===== src/rtl/cfw_pkg.sv =====
package cfw_pkg;
  typedef enum logic {
    SPD_NORMAL = 1'b0,
    SPD_TURBO  = 1'b1
  } speed_e;

  typedef enum logic [2:0] {
    EV_NONE,
    EV_START,
    EV_DONE,
    EV_TIMEOUT,
    EV_ABORT
  } frame_ev_e;

  function automatic int unsigned larger(input int unsigned a, input int unsigned b);
    return (a > b) ? a : b;
  endfunction
endpackage


===== src/rtl/cfw_sync.sv =====
module cfw_sync #(
  parameter int unsigned     WIDTH   = 1,
  parameter int unsigned     STAGES  = 2,
  parameter logic [WIDTH-1:0] RST_VAL = '0
) (
  input  logic             clk,
  input  logic             rst,
  input  logic [WIDTH-1:0] d,
  output logic [WIDTH-1:0] q
);
  logic [STAGES-1:0][WIDTH-1:0] stg;

  generate
    if (STAGES == 1) begin : g_single
      always_ff @(posedge clk) begin
        if (rst) stg[0] <= RST_VAL;
        else     stg[0] <= d;
      end
    end else begin : g_chain
      always_ff @(posedge clk) begin
        if (rst) stg <= {STAGES{RST_VAL}};
        else     stg <= {stg[STAGES-2:0], d};
      end
    end
  endgenerate

  assign q = stg[STAGES-1];
endmodule


===== src/rtl/cfw_edge.sv =====
module cfw_edge (
  input  logic clk,
  input  logic rst,
  input  logic sclk_s,
  input  logic cs_n_s,
  output logic sclk_rise,
  output logic sclk_fall,
  output logic cs_idle
);
  logic sclk_d;

  always_ff @(posedge clk) begin
    if (rst) sclk_d <= 1'b0;
    else     sclk_d <= sclk_s;
  end

  assign sclk_rise = sclk_s & ~sclk_d;
  assign sclk_fall = ~sclk_s & sclk_d;
  assign cs_idle   = cs_n_s;
endmodule


===== src/rtl/cfw_tracker.sv =====
module cfw_tracker
  import cfw_pkg::*;
#(
  parameter int unsigned NORMAL_LIMIT = 13955,
  parameter int unsigned TURBO_LIMIT  = 27910,
  parameter int unsigned FRAME_BITS   = 8
) (
  input  logic   clk,
  input  logic   rst,
  input  logic   sclk_rise,
  input  logic   sclk_fall,
  input  logic   cs_idle,
  input  speed_e speed,
  input  logic   mod_tick,
  output logic   frame_active,
  output logic   if_rst_pulse
);
  localparam int unsigned MAX_LIMIT = larger(NORMAL_LIMIT, TURBO_LIMIT);
  localparam int unsigned CNT_W     = $clog2(MAX_LIMIT + 1);
  localparam int unsigned BIT_W     = $clog2(FRAME_BITS + 1);
  localparam logic [CNT_W-1:0] NORM_M1  = CNT_W'(NORMAL_LIMIT - 1);
  localparam logic [CNT_W-1:0] TURBO_M1 = CNT_W'(TURBO_LIMIT - 1);
  localparam logic [BIT_W-1:0] LAST_BIT = BIT_W'(FRAME_BITS - 1);

  logic [CNT_W-1:0] tick_cnt;
  logic [BIT_W-1:0] bit_cnt;
  logic [CNT_W-1:0] lim_m1;
  logic             last_fall;
  logic             expire;
  frame_ev_e        ev;

  assign lim_m1    = (speed == SPD_TURBO) ? TURBO_M1 : NORM_M1;
  assign last_fall = sclk_fall && (bit_cnt == LAST_BIT);
  assign expire    = mod_tick && (tick_cnt >= lim_m1);

  always_comb begin
    ev = EV_NONE;
    if (cs_idle) begin
      ev = EV_ABORT;
    end else if (frame_active) begin
      if (last_fall)   ev = EV_DONE;
      else if (expire) ev = EV_TIMEOUT;
    end else if (sclk_rise) begin
      ev = EV_START;
    end
  end

  always_ff @(posedge clk) begin
    if (rst) begin
      frame_active <= 1'b0;
      if_rst_pulse <= 1'b0;
      tick_cnt     <= '0;
      bit_cnt      <= '0;
    end else begin
      if_rst_pulse <= 1'b0;
      case (ev)
        EV_START: begin
          frame_active <= 1'b1;
          tick_cnt     <= '0;
          bit_cnt      <= '0;
        end
        EV_DONE, EV_ABORT: begin
          frame_active <= 1'b0;
          tick_cnt     <= '0;
          bit_cnt      <= '0;
        end
        EV_TIMEOUT: begin
          frame_active <= 1'b0;
          if_rst_pulse <= 1'b1;
          tick_cnt     <= '0;
          bit_cnt      <= '0;
        end
        default: begin
          if (frame_active) begin
            if (mod_tick)  tick_cnt <= tick_cnt + 1'b1;
            if (sclk_fall) bit_cnt  <= bit_cnt + 1'b1;
          end
        end
      endcase
    end
  end

  // reset pulse lasts one cycle only
  a_r5_one_cycle: assert property (@(posedge clk) disable iff (rst)
    if_rst_pulse |=> !if_rst_pulse);

  // frame flag falls in the pulse cycle
  a_r5_active_falls: assert property (@(posedge clk) disable iff (rst)
    if_rst_pulse |-> (!frame_active && $past(frame_active)));

  // deselected port holds everything quiet
  a_r7_hold_zero: assert property (@(posedge clk) disable iff (rst)
    cs_idle |=> (tick_cnt == '0) && !frame_active && !if_rst_pulse);

  // a frame opens only after a rising serial edge while selected
  a_r3_start: assert property (@(posedge clk) disable iff (rst)
    $rose(frame_active) |-> $past(sclk_rise && !cs_idle));

  // closing edge always beats a coincident expiry
  a_r9_done_wins: assert property (@(posedge clk) disable iff (rst)
    (frame_active && !cs_idle && sclk_fall && (bit_cnt == LAST_BIT)) |=> (!if_rst_pulse && !frame_active));
endmodule


===== src/rtl/cmd_frame_watchdog.sv =====
module cmd_frame_watchdog
  import cfw_pkg::*;
#(
  parameter int unsigned NORMAL_LIMIT = 13955,
  parameter int unsigned TURBO_LIMIT  = 27910,
  parameter int unsigned FRAME_BITS   = 8,
  parameter int unsigned SYNC_STAGES  = 2
) (
  input  logic clk,
  input  logic rst,
  input  logic sclk,
  input  logic cs_n,
  input  logic turbo_mode,
  input  logic mod_tick,
  output logic if_rst_pulse,
  output logic frame_active
);
  logic [1:0] raw_pins;
  logic [1:0] sync_pins;
  logic       sclk_rise;
  logic       sclk_fall;
  logic       cs_idle;
  speed_e     speed;

  assign raw_pins = {cs_n, sclk};
  assign speed    = turbo_mode ? SPD_TURBO : SPD_NORMAL;

  cfw_sync #(
    .WIDTH  (2),
    .STAGES (SYNC_STAGES),
    .RST_VAL(2'b10)
  ) u_sync (
    .clk(clk),
    .rst(rst),
    .d  (raw_pins),
    .q  (sync_pins)
  );

  cfw_edge u_edge (
    .clk      (clk),
    .rst      (rst),
    .sclk_s   (sync_pins[0]),
    .cs_n_s   (sync_pins[1]),
    .sclk_rise(sclk_rise),
    .sclk_fall(sclk_fall),
    .cs_idle  (cs_idle)
  );

  cfw_tracker #(
    .NORMAL_LIMIT(NORMAL_LIMIT),
    .TURBO_LIMIT (TURBO_LIMIT),
    .FRAME_BITS  (FRAME_BITS)
  ) u_tracker (
    .clk         (clk),
    .rst         (rst),
    .sclk_rise   (sclk_rise),
    .sclk_fall   (sclk_fall),
    .cs_idle     (cs_idle),
    .speed       (speed),
    .mod_tick    (mod_tick),
    .frame_active(frame_active),
    .if_rst_pulse(if_rst_pulse)
  );
endmodule


===== config.mk =====
export PLATFORM = sky130hd
export DESIGN_NAME = cmd_frame_watchdog
export DESIGN_NICKNAME = d
export VERILOG_FILES = /design/src/rtl/cfw_pkg.sv /design/src/rtl/cfw_sync.sv /design/src/rtl/cfw_edge.sv /design/src/rtl/cfw_tracker.sv /design/src/rtl/cmd_frame_watchdog.sv
export SDC_FILE = /design/constraint.sdc
export NUM_CORES = 1
export LEC_CHECK = 0
export BUFFER_PORTS_ARGS = -buffer_cell sky130_fd_sc_hd__buf_2
export CORE_UTILIZATION = 42
export DETAILED_ROUTE_END_ITERATION = 10
export GPL_TIMING_DRIVEN = 0
export PLACE_DENSITY = 0.69
export SKIP_LAST_GASP = 1
export SYNTH_ARGS = -nofsm -noshare
export SYNTH_HDL_FRONTEND = slang
export SYNTH_SLANG_ARGS = --single-unit

===== constraint.sdc =====
create_clock -name clk -period 2.4 [get_ports clk]
set_clock_uncertainty 0.2 [all_clocks]
set_input_delay 0.12 -clock clk [delete_from_list [all_inputs] [get_ports clk]]
set_output_delay 0.12 -clock clk [all_outputs]
set_load 0.02 [all_outputs]

==> impl_results.md, run 1 <==
- Outcome: completed
- Fin Setup TNS: 0 ps
- Net Sw Frac: 21.8%
- Psw: 0.142 mW
- Seq pwr share: 67.0%
- Max FO, Critical Path: 10
- Clock transition at the registers of the reported paths: 140 ps
- Comb pwr share: 5.1%
- Hold Path Class: input pin to register
- Avg Cell Area, Syn: 8.87 µm²
- CTS tree: built
- CTS buffer count: 3
- Hold Startpoint: mod_tick
- Net count, final: 192
- Syn_nets: 175
- Unrepaired setup endpoints after global routing: false
- Vias in the first global route: 1167
- Slew @ Worst Pin: 568 ps
- Synth unique cells: 32
- Max-cap check violation count: 0
- Leading cell types in the layout, fill and taps excluded: dfxtp_1 (26), nor2_1 (22), nand2_1 (20)
- CP arrival: 2250 ps
- Antenna violations before repair: 0
- Setup slack, reg-to-reg: 180 ps
- Worst-Skew Late Latency: 320 ps
- Final WL: 2.81 mm
- Global routing's busiest layer: met2
- Row cnt: 20
- GRT Residual Overflow: 0
- Die Y-Extent: 59.8 µm
- Endpoint, Worst Hold: u_tracker.if_rst_pulse
- Port bufs: 7
- Worst setup SP type: register
- Hold path cells: 4
- CP Capture Type: register
- Internal power: 0.511 mW
- Worst Reg-to-Reg Cells: 8
- Final setup viols: 0
- Gr usage total: 19.0%
- Pwr dens: 418 nW/µm²
- Min cycle time layout: 2220 ps
- Ys Warns: 0
- Drt pass-1 iters: 4
- Reg2reg end: u_tracker.tick_cnt[11]
- WL/cell: 13.0 µm
- Met3 usage: 4.76%
- Fmax: 0.450 GHz
- Via count: 1114
- Clk root buf: clkbuf_4
- Clock power frac: 27.9%
- Grt met2 use: 34.9%
- Synthesized area: 1400 µm²
- Starting density of the core: 45.2%
- Clk buf depth: 2
- Final hold violation count: 0
- Routed Antenna Nets: 0
- Peak supply drop: 312 µV
- Critical path data required time: 2420 ps
- Crit. Startpoint: u_tracker.tick_cnt[0]
- Worst r2r src: u_tracker.tick_cnt[0]
- First-pass GRT wire length: 5.03 mm
- Placer Congestion: 0.728
- Register area share after synthesis: 37.1%
- CTS Sinks: 26
- Layout cell share with drive strength beyond 1: 13.3%
- H-tree Lvls: 1
- Final slew viol count: 0
- Core footprint: 3100 µm²
- Die Width: 59.8 µm
- Period utilization: 92.6%
- Worst slew margin: 62.1%
- Crit Path Class: register to register
- Area delta synth->final: 11.7%
- Die area: 3570 µm²
- P_leak: 0.666 nW
- Drt drc: 0
- Post-CTS Setup Bufs: 0
- IO Pins: 8
- Post-DP HPWL: 2.10 mm
- Met1 Track Usage GR: 20.7%
- Ant. Diodes: 0
- Gate Count Post-Synth: 158
- Commonest non-fill, non-tap cell in the layout: dfxtp_1
- 1st-iter DRT viols: 25
- Largest net degree at the start of global routing: 14
- Vias per cell: 5.13
- Tot Pwr: 0.654 mW
- FF+latch count, synth: 26
==> state kept, by name (all words and copies together), names as in the netlist <==
register and cells:
u_tracker.bit_cnt 4, u_edge.sclk_d 1, u_sync.q 2, u_tracker.frame_active 1, u_tracker.if_rst_pulse 1, u_sync.stg 2
u_tracker.tick_cnt 15
==> layer usage <==
metal / vias to the layer above / wire length, µm
met5: - / 0
met4: 0 / 69
met3: 6 / 60
met2: 18 / 1400
met1: 517 / 1280
li1: 573 / -
==> final cells by class <==
cell class                 instances  area [µm²]
timing repair buffer              12        85.1
fill                             329        1540
buffer                             5        30.0
clock buffer                       3        22.5
multi-input combinational        120         826
tap                               44        55.1
sequential                        26         520
inverter                           7        26.3
==> cells in the mapped netlist <==
cell,n,share of area [%]
mux2i_1,2,1.4
a31oi_1,1,0.45
a21oi_1,2,0.71
and3b_1,1,0.63
a21o_1,3,1.6
a2111oi_4,1,2.0
nor4_4,1,1.5
nor3b_2,4,3.6
and3_1,1,0.45
o21ai_0,2,0.71
nand4b_1,1,0.63
nand3_1,6,2.1
buf_2,2,0.71
dfxtp_1,26,37
nor2_1,22,5.9
nor4_1,5,2.2
buf_6,1,0.80
o221a_2,1,0.80
nor3b_1,1,0.54
a211oi_1,1,0.54
nor3_1,5,1.8
nand2_1,20,5.4
xor2_1,8,5.0
or2_2,2,0.89
xnor2_1,9,5.6
inv_1,7,1.9
or3_1,1,0.45
nor2b_1,3,1.3
nand4_1,4,1.8
clkbuf_1,2,0.54
or4_1,2,1.1
ha_1,11,9.8
==> what timing repair did <==
action,4_1_cts,5_1_grt
setup endpoints to repair,0,10
hold buffers,5,0
endpoints found under the hold margin,6,0
gates resized for setup,0,2
==> critical path: stages (launching register included) <==
cell	delay [ps]
dfxtp_1	420
inv_1	60
ha_1	270
nor2_1	40
a21o_1	170
a211oi_1	380
o221a_2	280
buf_2	230
nor2_1	80
==> how the worst max path moves through the flow <==
stage | slack [ps] | cells after the start | endpoint
CTS | 70 | 7 | u_tracker.tick_cnt[11]
global placement | 170 | 7 | u_tracker.bit_cnt[0]
global route | 4 | 7 | u_tracker.tick_cnt[0]
finish | 180 | 8 | u_tracker.tick_cnt[11]
floorplan | 490 | 8 | u_tracker.bit_cnt[0]
detailed placement | 80 | 7 | u_tracker.tick_cnt[11]
==> logic make-up (layout without fill, tap and decap cells) <==
kind of cell | count (synthesis) | in the layout | share of synthesized area [%]
AOI/OAI and AO/OA | 11 | 11 | 6.79
xor gates and xnor gates | 17 | 17 | 10.6
adders and majority gates | 11 | 11 | 9.82
buffers and inverters | 12 | 27 | 3.93
DFF | 26 | 26 | 37.1
muxes | 2 | 2 | 1.43
and+or+nand+nor | 79 | 79 | 30.3
==> power by group through the flow <==
stage	combinational (mW)	sequential, mW	clock (mW)
2_1_floorplan	0.0154	0.447	0
5_1_grt	0.0375	0.438	0.207
3_5_place_dp	0.0276	0.447	0
3_3_place_gp	0.0257	0.447	0
6_report	0.0336	0.438	0.182
4_1_cts	0.0336	0.438	0.192
==> stage by stage <==
| step | std cells | area [µm²] | util (%) | hold WS, ps | setup WS, ps |
|---|---|---|---|---|---|
| 6_report | 217 | 1570 | 50.4 | 40.4 | 179 |
| 5_1_grt | 217 | 1570 | 50.4 | 64.8 | 4.40 |
| 4_1_cts | 217 | 1560 | 50.4 | 30.5 | 73.7 |
| 3_5_place_dp | 209 | 1490 | 48.1 | 106 | 81.9 |
| 3_3_place_gp | 209 | 1490 | 48.1 | 106 | 172 |
| 2_1_floorplan | 158 | 1400 | - | -8.39 | 489 |
Note: power is estimated with default switching activity, not from simulation.
==> run 2: changes to the inputs <==
Settings changed: ABC_AREA set to 1, CORE_UTILIZATION 42 to 50, PLACE_DENSITY 0.69 to 0.78.
==> impl_results.md, run 2 <==
- Outcome: completed
- CP Capture Type: register
- Post-DP HPWL: 1.65 mm
- GRT Residual Overflow: 0
- Via count: 1088
- Min cycle time layout: 2110 ps
- Post-synth top area share: 35.6%
- Max-cap check violation count: 0
- Max FO, Critical Path: 10
- Final WL: 2.21 mm
- Final instance area: 1650 µm²
- Reg2reg end: u_tracker.tick_cnt[0]
- Port bufs: 7
- Die Width: 56.1 µm
- Vias in the first global route: 1031
- Top reg by flops: u_tracker.tick_cnt
- Drt pass-1 iters: 4
- Synth async-reset ratio: 0%
- Commonest non-fill, non-tap cell in the layout: inv_1
- Top_reg_cell synth: dfxtp_1
- Avg Cell Area, Syn: 7.96 µm²
- Largest net degree at the start of global routing: 16
- Largest register FFs: 15
- Area contributors post-synth: dfxtp_1 (36%), ha_1 (9.4%), inv_1 (7.7%)
- Post-synth top cells: inv_1 (30), nand2_1 (27), dfxtp_1 (26), nor2_1 (25), nor2_2 (12)
- Top-count cell post-synth: inv_1
- Fillers: 235
- CP endpoint: u_tracker.tick_cnt[0]
- First-pass GRT wire length: 4.26 mm
- Peak supply drop: 442 µV
- Setup slack, reg-to-reg: 290 ps
- Gate Count Post-Synth: 184
- Fin Setup TNS: 0 ps
- WL/cell: 9.54 µm
- Synthesized area: 1460 µm²
- IO Pins: 8
- H-tree Lvls: 1
- Syn_nets: 201
- Slew @ Worst Pin: 342 ps
- Layout cell share with drive strength beyond 1: 18.4%
- Vias per cell: 4.69
- Post-synth top area cell: dfxtp_1
- Post-synthesis simple-gate area fraction: 33.2%
- Area delta synth->final: 12.7%
- Mux share of post-synthesis cell area: 1.37%
- Final slew viol count: 0
- Synth Area in Compound Gates: 1.03%
- Worst slew margin: 77.0%
- Period utilization: 87.9%
- Crit Path Class: register to register
- FF+latch count, synth: 26
- Worst r2r src: u_tracker.tick_cnt[12]
- Clock transition at the registers of the reported paths: 140 ps
- Fmax: 0.474 GHz
- 1st-iter DRT viols: 14
- Adder-cell share of the synthesized area: 9.40%
- Crit. Startpoint: u_tracker.tick_cnt[12]
- Pwr dens: 471 nW/µm²
- Unrepaired setup endpoints after global routing: false
- CTS Sinks: 26
- Starting density of the core: 53.1%
- Routed Antenna Nets: 0
- Hold Path Class: register to register
- Worst-Skew Late Latency: 320 ps
- Leading cell types in the layout, fill and taps excluded: inv_1 (30), nand2_1 (27), dfxtp_1 (26)
- CTS buffer count: 3
- Worst Reg-to-Reg Cells: 13
- P_leak: 0.697 nW
- Placed Area: 1540 µm²
- Ant. Diodes: 0
- Critical path data required time: 2470 ps
- Synth unique cells: 22
- Worst hold slack: 215 ps
- Register area share after synthesis: 35.6%
- Final hold violation count: 0
- Gr usage total: 17.0%
- Biggest registers after layout: u_tracker.tick_cnt x15, u_tracker.bit_cnt x4
- Post-synth EDFFs: 0
- Worst setup SP type: register
- Antenna violations before repair: 0
- Final setup viols: 0
- Row cnt: 19
- Clk buf depth: 2
- Largest family of logic cells by synthesized area: simple AND/OR/NAND/NOR gates
- Placer Congestion: 0.779
- Ys Warns: 0
- Synth Area in XOR/XNOR: 10.2%
- Die area: 3150 µm²
- Clk root buf: clkbuf_4
- Pre-CTS WS: 252 ps
- Die Y-Extent: 56.1 µm
- Final setup margin: 290 ps
- CP arrival: 2180 ps
- Net count, final: 219
- Drt drc: 0
- CTS tree: built
- Core footprint: 2760 µm²
==> run 2: how the worst min path moves through the flow <==
stage,endpoint,slack (ps),cells past startpoint,start
after floorplan,u_sync.stg[0],-9,1,rst
after global placement,u_sync.stg[1],100,2,cs_n
after detailed placement,u_sync.stg[1],100,2,cs_n
after CTS,u_sync.q[0],220,2,u_sync.stg[0]
after global routing,u_sync.q[1],240,1,u_sync.stg[1]
final,u_sync.q[0],210,2,u_sync.stg[0]
==> run 2: power by group <==
| group | leakage (nW) | switching, mW | total, mW | internal [mW] |
|---|---|---|---|---|
| registers | 0.210 | 0.00138 | 0.437 | 0.435 |
| clock network | 0.0279 | 0.132 | 0.301 | 0.169 |
| logic | 0.459 | 0.0207 | 0.0404 | 0.0196 |
==> run 2: repair_timing <==
| item | 4_1_cts | 5_1_grt |
|---|---|---|
| endpoints found under the setup margin | 0 | 0 |
| buffers inserted | 0 | 0 |
| resized for setup | 0 | 0 |
| hold buffers | 6 | 0 |
| hold endpoints to repair | 7 | 0 |
==> run 2: final cells by class <==
class / count / area [µm²] / share of cell area [%]
plain buffers: 1 / 20.0 / 1.21
well taps: 31 / 38.8 / 2.35
multi-input cells: 126 / 807 / 48.9
inverters: 31 / 116 / 7.05
repair buffers: 13 / 95.1 / 5.76
clock buffers: 3 / 22.5 / 1.36
flip-flops and latches: 26 / 520 / 31.5
clock inverters: 1 / 30.0 / 1.82
==> run 2: cell families (layout without fill, tap and decap cells) <==
family,after synthesis,after routing
buffers and inverters,32,49
AO/OA/AOI/OAI,3,3
XOR/XNOR,17,17
AND/OR/NAND/NOR,93,93
flip-flops,26,26
adder cells (fa/ha/maj),11,11
multiplexers,2,2
==> run 2: per-layer routing <==
layer	global-route usage, %	up-vias	part of all wire (%)
met4	7.32	0	1.6
met1	22.0	468	52
met2	28.1	11	44
met5	0	-	0
li1	-	605	-
met3	2.79	4	1.8
==> run 2: through the flow <==
step	power, mW	util (%)	cells
CTS	0.785	59.8	232
global route	0.810	59.8	232
global placement	0.478	55.8	222
finish	0.778	59.8	232
detailed placement	0.478	55.8	222
floorplan	0.467	-	184
==> run 2: worst max-delay path, cell delays in order (launching register included) <==
cell and delay (ps):
dfxtp_1 450, ha_1 290, nand2_1 70, nand2_1 40
nand2_1 50, nand2_1 50, a21oi_1 110, nand3_1 130
nand3_1 120, nand2_1 70, inv_2 60, nand3_4 140
buf_12 200, nor2_2 70
